File: src/rtl/vrmon_pkg.sv
package vrmon_pkg;

  // Strobes from the handshake control to the payload datapath
  typedef struct packed {
    logic capture;   // stalled now: hold payload for next compare
    logic compare;   // was stalled, VALID still high: check payload
    logic withdraw;  // was stalled, VALID gone: rule broken
    logic transfer;  // handshake completes on this edge
  } vrmon_strobe_t;

endpackage

File: src/rtl/vrmon_ctrl.sv
module vrmon_ctrl
  import vrmon_pkg::*;
(
  input  logic          clk,
  input  logic          rstN,
  input  logic          valid,
  input  logic          ready,
  output vrmon_strobe_t strobes
);

  logic stalledQ;

  always_ff @(posedge clk or negedge rstN) begin
    if (!rstN) stalledQ <= 1'b0;
    else       stalledQ <= valid && !ready;
  end

  always_comb begin
    strobes.capture  = valid && !ready;
    strobes.compare  = stalledQ && valid;
    strobes.withdraw = stalledQ && !valid;
    strobes.transfer = valid && ready;
  end

  // a stall is always followed by either a compare or a withdraw decision
  assert_stall_followup_R2: assert property (@(posedge clk) disable iff (!rstN)
    (valid && !ready) |=> (strobes.compare || strobes.withdraw));

  // withdraw is only flagged when VALID was high on the previous edge
  assert_withdraw_after_valid_R2: assert property (@(posedge clk) disable iff (!rstN)
    strobes.withdraw |-> $past(valid));

endmodule

File: src/rtl/vrmon_dp.sv
module vrmon_dp
  import vrmon_pkg::*;
#(
  parameter int PAYLOAD_W = 64,
  parameter int COUNT_W   = 16
) (
  input  logic                 clk,
  input  logic                 rstN,
  input  vrmon_strobe_t        strobes,
  input  logic [PAYLOAD_W-1:0] payload,
  output logic                 withdrawnPulse,
  output logic                 unstablePulse,
  output logic                 withdrawnSticky,
  output logic                 unstableSticky,
  output logic [COUNT_W-1:0]   xferCount
);

  localparam logic [COUNT_W-1:0] COUNT_ONE = COUNT_W'(1);

  logic [PAYLOAD_W-1:0] payloadQ;
  logic [PAYLOAD_W-1:0] diffBits;

  // Per-bit difference against the held payload
  for (genvar i = 0; i < PAYLOAD_W; i++) begin : g_diff
    assign diffBits[i] = payload[i] ^ payloadQ[i];
  end

  assign withdrawnPulse = strobes.withdraw;
  assign unstablePulse  = strobes.compare && (|diffBits);

  always_ff @(posedge clk or negedge rstN) begin
    if (!rstN) begin
      payloadQ        <= '0;
      withdrawnSticky <= 1'b0;
      unstableSticky  <= 1'b0;
      xferCount       <= '0;
    end else begin
      if (strobes.capture)  payloadQ <= payload;
      if (withdrawnPulse)   withdrawnSticky <= 1'b1;
      if (unstablePulse)    unstableSticky  <= 1'b1;
      if (strobes.transfer) xferCount <= xferCount + COUNT_ONE;
    end
  end

  assert_withdraw_latched_R5: assert property (@(posedge clk) disable iff (!rstN)
    withdrawnPulse |=> withdrawnSticky);
  assert_unstable_latched_R5: assert property (@(posedge clk) disable iff (!rstN)
    unstablePulse |=> unstableSticky);
  assert_withdraw_hold_R5: assert property (@(posedge clk) disable iff (!rstN)
    withdrawnSticky |=> withdrawnSticky);
  assert_unstable_hold_R5: assert property (@(posedge clk) disable iff (!rstN)
    unstableSticky |=> unstableSticky);
  assert_unstable_needs_stall_R3: assert property (@(posedge clk) disable iff (!rstN)
    unstablePulse |-> $past(strobes.capture));
  assert_rules_disjoint_R3: assert property (@(posedge clk) disable iff (!rstN)
    !(unstablePulse && withdrawnPulse));
  assert_count_step_R1: assert property (@(posedge clk) disable iff (!rstN)
    strobes.transfer |=> (xferCount == $past(xferCount) + COUNT_ONE));
  assert_count_hold_R1: assert property (@(posedge clk) disable iff (!rstN)
    !strobes.transfer |=> $stable(xferCount));

endmodule

File: src/rtl/vr_stability_monitor.sv
module vr_stability_monitor
  import vrmon_pkg::*;
#(
  parameter int PAYLOAD_W = 64,
  parameter int COUNT_W   = 16,
  parameter int CHAN_W    = 4,
  parameter int CHAN_ID   = 0
) (
  input  logic                 clk,
  input  logic                 rstN,
  input  logic                 valid,
  input  logic                 ready,
  input  logic [PAYLOAD_W-1:0] payload,
  output logic                 withdrawnPulse,
  output logic                 unstablePulse,
  output logic                 withdrawnSticky,
  output logic                 unstableSticky,
  output logic [COUNT_W-1:0]   xferCount,
  output logic [CHAN_W-1:0]    chanTag
);

  vrmon_strobe_t strobes;

  assign chanTag = CHAN_W'(CHAN_ID);

  vrmon_ctrl u_ctrl (
    .clk     (clk),
    .rstN    (rstN),
    .valid   (valid),
    .ready   (ready),
    .strobes (strobes)
  );

  vrmon_dp #(
    .PAYLOAD_W (PAYLOAD_W),
    .COUNT_W   (COUNT_W)
  ) u_dp (
    .clk             (clk),
    .rstN            (rstN),
    .strobes         (strobes),
    .payload         (payload),
    .withdrawnPulse  (withdrawnPulse),
    .unstablePulse   (unstablePulse),
    .withdrawnSticky (withdrawnSticky),
    .unstableSticky  (unstableSticky),
    .xferCount       (xferCount)
  );

  // outputs idle while reset is held
  always_comb begin
    if (!rstN) begin
      assert_reset_quiet_R7: assert (!withdrawnPulse && !unstablePulse);
    end
  end

endmodule

File: config.mk
export PLATFORM = sky130hd
export DESIGN_NAME = vr_stability_monitor
export DESIGN_NICKNAME = d
export VERILOG_FILES = /design/src/rtl/vrmon_pkg.sv /design/src/rtl/vrmon_ctrl.sv /design/src/rtl/vrmon_dp.sv /design/src/rtl/vr_stability_monitor.sv
export SDC_FILE = /design/constraint.sdc
export NUM_CORES = 1
export LEC_CHECK = 0
export ABC_CLOCK_PERIOD_IN_PS = 3100
export CAP_MARGIN = 20
export CORE_UTILIZATION = 54
export CTS_CLUSTER_SIZE = 25
export DETAILED_ROUTE_END_ITERATION = 16
export PLACE_DENSITY = 0.88
export REMOVE_ABC_BUFFERS = 1
export SYNTH_ARGS = -nofsm -noshare
export SYNTH_HDL_FRONTEND = slang
export SYNTH_SLANG_ARGS = --single-unit
File: constraint.sdc
create_clock -name clk -period 3.1 [get_ports clk]
set_input_delay 0.62 -clock clk [delete_from_list [all_inputs] [get_ports clk]]
set_output_delay 0.62 -clock clk [all_outputs]
set_load 0.005 [all_outputs]
Yosys cells after proc, flatten, opt, wreduce, memory -nomap -nowiden
Cells that the tools add are included.
W data, S select, Z words.
{"block": "classes", "n_addsub": 1, "n_reduce_logical": 8, "n_bitwise": 64}
{"operator": "$reduce_or A64 Y1", "count": 1}
{"operator": "$xor A1 B1 Y1", "count": 64}
{"operator": "$add A16 B1 Y16 const B", "count": 1}
{"operator": "$logic_and A1 B1 Y1", "count": 5}
{"operator": "$logic_not A1 Y1", "count": 2}
{"block": "word_totals", "output_inout_bits": 24, "input_bits": 68, "wordCells": 78, "register_bits": 83}

Depth between registers and ports, before layout
{"block": "depth", "depth_word": 3, "depth_mapped": 6, "depth_no_buf": 6}

Modules after synthesis
Synthesis repeated with hierarchy kept, for this count alone.
{"block": "unflattened", "hier_cells": 291, "hier_area_um2": 3906.2}
{"module": "vrmon_dp", "instances": 1, "area_each_um2": 3818.7, "seq_area_each_um2": 2052.0, "cells_each": 281}
{"module": "vrmon_ctrl", "instances": 1, "area_each_um2": 53.8, "seq_area_each_um2": 25.0, "cells_each": 5}
{"module": "vr_stability_monitor", "instances": 1, "area_each_um2": 33.8, "seq_area_each_um2": 0.0, "cells_each": 5}

Worst setup path after synthesis
Ideal clock, no wire load.
{"block": "synth_timing", "path_kind": "input -> output", "start": "input payload[51]", "end": "output unstablePulse", "arrival_time_ps": 1519, "n_path_buf": 0, "stages": 5, "t_required_ps": 2480, "path_slack_ps": 961, "path_cell_list": "xor2_1 -> nor4_1 -> nand4_1 -> nor4_2 -> nor2_1"}
{"block": "synth_between", "elab_chain_len": 3}
{"element": "start, declared", "line": "vr_stability_monitor.sv:13", "source": "input logic [PAYLOAD_W-1:0] payload,"}
{"element": "$xor A1 B1 Y1", "line": "vrmon_dp.sv:25", "source": "assign diffBits[i] = payload[i] ^ payloadQ[i];"}
{"element": "$reduce_or A64 Y1", "line": "vrmon_dp.sv:29", "source": "assign unstablePulse = strobes.compare && (|diffBits);"}
{"element": "$logic_and A1 B1 Y1", "line": "vrmon_dp.sv:29"}
{"element": "end, declared", "line": "vr_stability_monitor.sv:15", "source": "output logic unstablePulse,"}
Every way passes these cells.

Final worst setup path
{"block": "layout_timing", "start": "input payload[0]", "end": "output unstablePulse"}
Same word-level chain as after synthesis.

==> run summary <==
Outcome -> finished clean
Worst setup margin -> 0.136 ns
Slew Limit Fails -> 0
CTS Buffer Depth -> 2
Hold slack final -> 0.241 ns
Max-slew headroom -> 64.7%
Mux cell area share after synthesis -> 18.8%
Avg Inst Size Synth -> 13.3 sq um
Startpoint Class -> input pin
CTS root buf -> clkbuf_8
Worst path required time -> 2.48 ns
XOR/XNOR Fraction of Synth Area -> 17.8%
First drt pass iteration count -> 3
Commonest non-fill, non-tap cells in the layout -> clkdlybuf4s50_1 (85), dfrtp_1 (83), xor2_1 (70)
Initial core utilization -> 56.7%
Routed vias -> 2489
Die width -> 86.9 microns
Unique cell type count in the Yosys netlist -> 21
Die height -> 86.9 microns
RSZ-0062 raised after global routing -> no
Layout Area Growth over Synthesis -> 31.4%
First-pass GRT wire length -> 12000 microns
Crit Path Category -> input pin to output pin
CTS Buf Count -> 9
H-Tree Depth -> 3
Fin crit period -> 2.96 ns
Maximum vdd ir drop -> 0.000337 V
Final setup fails -> 0
DRC -> 0
Placer Congestion -> 0.783
Core Footprint -> 0.00687 sq mm
Sequential area share after synthesis -> 53.4%
Simple-Gate Fraction of Synth Area -> 7.26%
GRT Resource Usage Total -> 21.2%
Hold-fix buffers, CTS -> 0
Post-Synth Adder-Cell Area -> 0.321%
Final #Nets -> 454
Worst-Margin Slew -> 0.529 ns
Worst Path Max Fanout -> 2
Pre-CTS WS -> -0.231 ns
Die area -> 0.00755 sq mm
Setup TNS -> 0 ns
Routed Antenna Nets -> 0
Placed cells -> 469
Initial antenna violation count -> 0
Number of I/O pins -> 92
Syn. warnings -> 0
Static Leak -> 2.16 nW
Vias/cell -> 5.12
# diodes -> 0
CP arrival -> 2.34 ns
Via count of the first global-routing pass -> 2639
Initial drt markers -> 58
Period utilization -> 95.6%
Worst setup EP type -> output pin
TritonCTS clock tree -> done
Port Buffers -> 87
Top cell type's share of synthesized area -> 53.4%
Synth area leader -> dfrtp_1
Maximum capacitance violations -> 0
Clk Latency, worst-skew pair -> 0.35 ns
Drt total wl -> 7220 microns
HPWL after detailed placement -> 5180 microns
Clk sinks -> 83
Synth top area cells -> dfrtp_1 (53%), mux2_2 (19%), xor2_1 (16%), nor4_1 (2.6%), xnor2_1 (2.0%)
Reg clk slew, reported paths -> 0.08 ns
Cells after Synth -> 293
Grt ovf -> 0
Drt wl/cell -> 14.9 microns
Hold Vio Cnt, Final -> 0
Pwr dens -> 533 mW/mm^2
Main combinational cell family by area after synthesis -> multiplexers
Largest net degree at the start of global routing -> 84
Synthesized area -> 0.00389 sq mm
Final Skew -> 0.00580 ns
Finished Layout Cells -> 486
Final Power -> 2.73 mW
FMAX -> 337 MHz
Hold Crit Class -> input pin to async pin
Compound-gate portion of the synthesized area -> 0.193%
Commonest non-fill, non-tap cell in the layout -> clkdlybuf4s50_1
Num rows -> 30
#FFs+latches synth -> 83
Layout cell share with drive strength beyond 1 -> 24.9%
## metrics by stage
stage	utilization, %	instance area, sq um
after floorplan	-	3830
after global placement	70.5	4840
after detailed placement	70.5	4840
after CTS	73.6	5050
after global routing	74.5	5120
final	74.5	5120
## worst max-delay path: stages
cell and delay [ns]:
clkdlybuf4s50_1 0.44, xor2_1 0.16, nor4_2 0.30, nand4_1 0.26, nor4_4 0.34, nor2_1 0.10, clkbuf_2 0.12
## power breakdown
part | leakage (nW) | switching (mW) | internal [mW]
clock | 0.0991 | 0.371 | 0.390
combinational | 1.07 | 0.224 | 0.366
sequential | 0.988 | 0.129 | 1.25
total | 2.16 | 0.725 | 2.00
## sequential cells by signal (all words and copies together), names as in the netlist
signal                cells
u_ctrl.stalledQ           1
u_dp.payloadQ            64
u_dp.unstableSticky       1
u_dp.withdrawnSticky      1
u_dp.xferCount           16
## final cells by class
class | instances | area (sq um)
sequential | 83 | 2080
fill | 476 | 1750
tap | 96 | 120
multi-input combinational | 200 | 1810
clock buffer | 11 | 141
timing repair buffer | 89 | 903
inverter | 2 | 7.51
clock inverter | 5 | 52.6
## layer usage
metal	track usage, %	up-vias	routed length (microns)
met5	0	-	0
met4	10.9	0	156
met3	4.74	13	291
met2	35.9	52	3830
met1	25.5	1233	2950
li1	-	1191	-
## synthesized netlist by cell type (all sizes together)
cell,count
or2,1
xnor2,9
mux2,65
buf,11
and3,4
nor3,2
conb,1
nand3,9
xor2,70
o21bai,1
inv,2
dfrtp,83
nand4,5
ha,1
nor4,17
nor2b,2
nand2,4
nor2,6
## what timing repair did
| item | 4_1_cts | 5_1_grt |
|---|---|---|
| gates resized for setup | 4 | 9 |
| endpoints found under the setup margin | 1 | 1 |
| setup buffers | 0 | 0 |
| pin swaps | 7 | 6 |
## logic make-up (layout without fill, tap and decap cells)
logic type | Yosys count | in the layout
mux | 65 | 65
buf+inv | 13 | 107
other cells | 1 | 4
compound gates | 1 | 1
fa+ha+maj | 1 | 1
flops | 83 | 83
xor+xnor | 79 | 79
simple gates | 50 | 50
## path summary, 6_finish.rpt
check                                  endpoint  cells past startpoint            startpoint  slack (ns)
setup reg to reg            u_dp.unstableSticky                      5      u_dp.payloadQ[0]        1.39
hold / removal                u_dp.payloadQ[16]                      1                  rstN        0.24
setup / recovery                  unstablePulse                      7            payload[0]        0.14
max in group asynchronous       u_ctrl.stalledQ                      2                  rstN        2.26
min in group clk           u_dp.withdrawnSticky                      1  u_dp.withdrawnSticky        0.47
hold reg to reg            u_dp.withdrawnSticky                      1  u_dp.withdrawnSticky        0.47
Power figures use the tool's default switching activity.
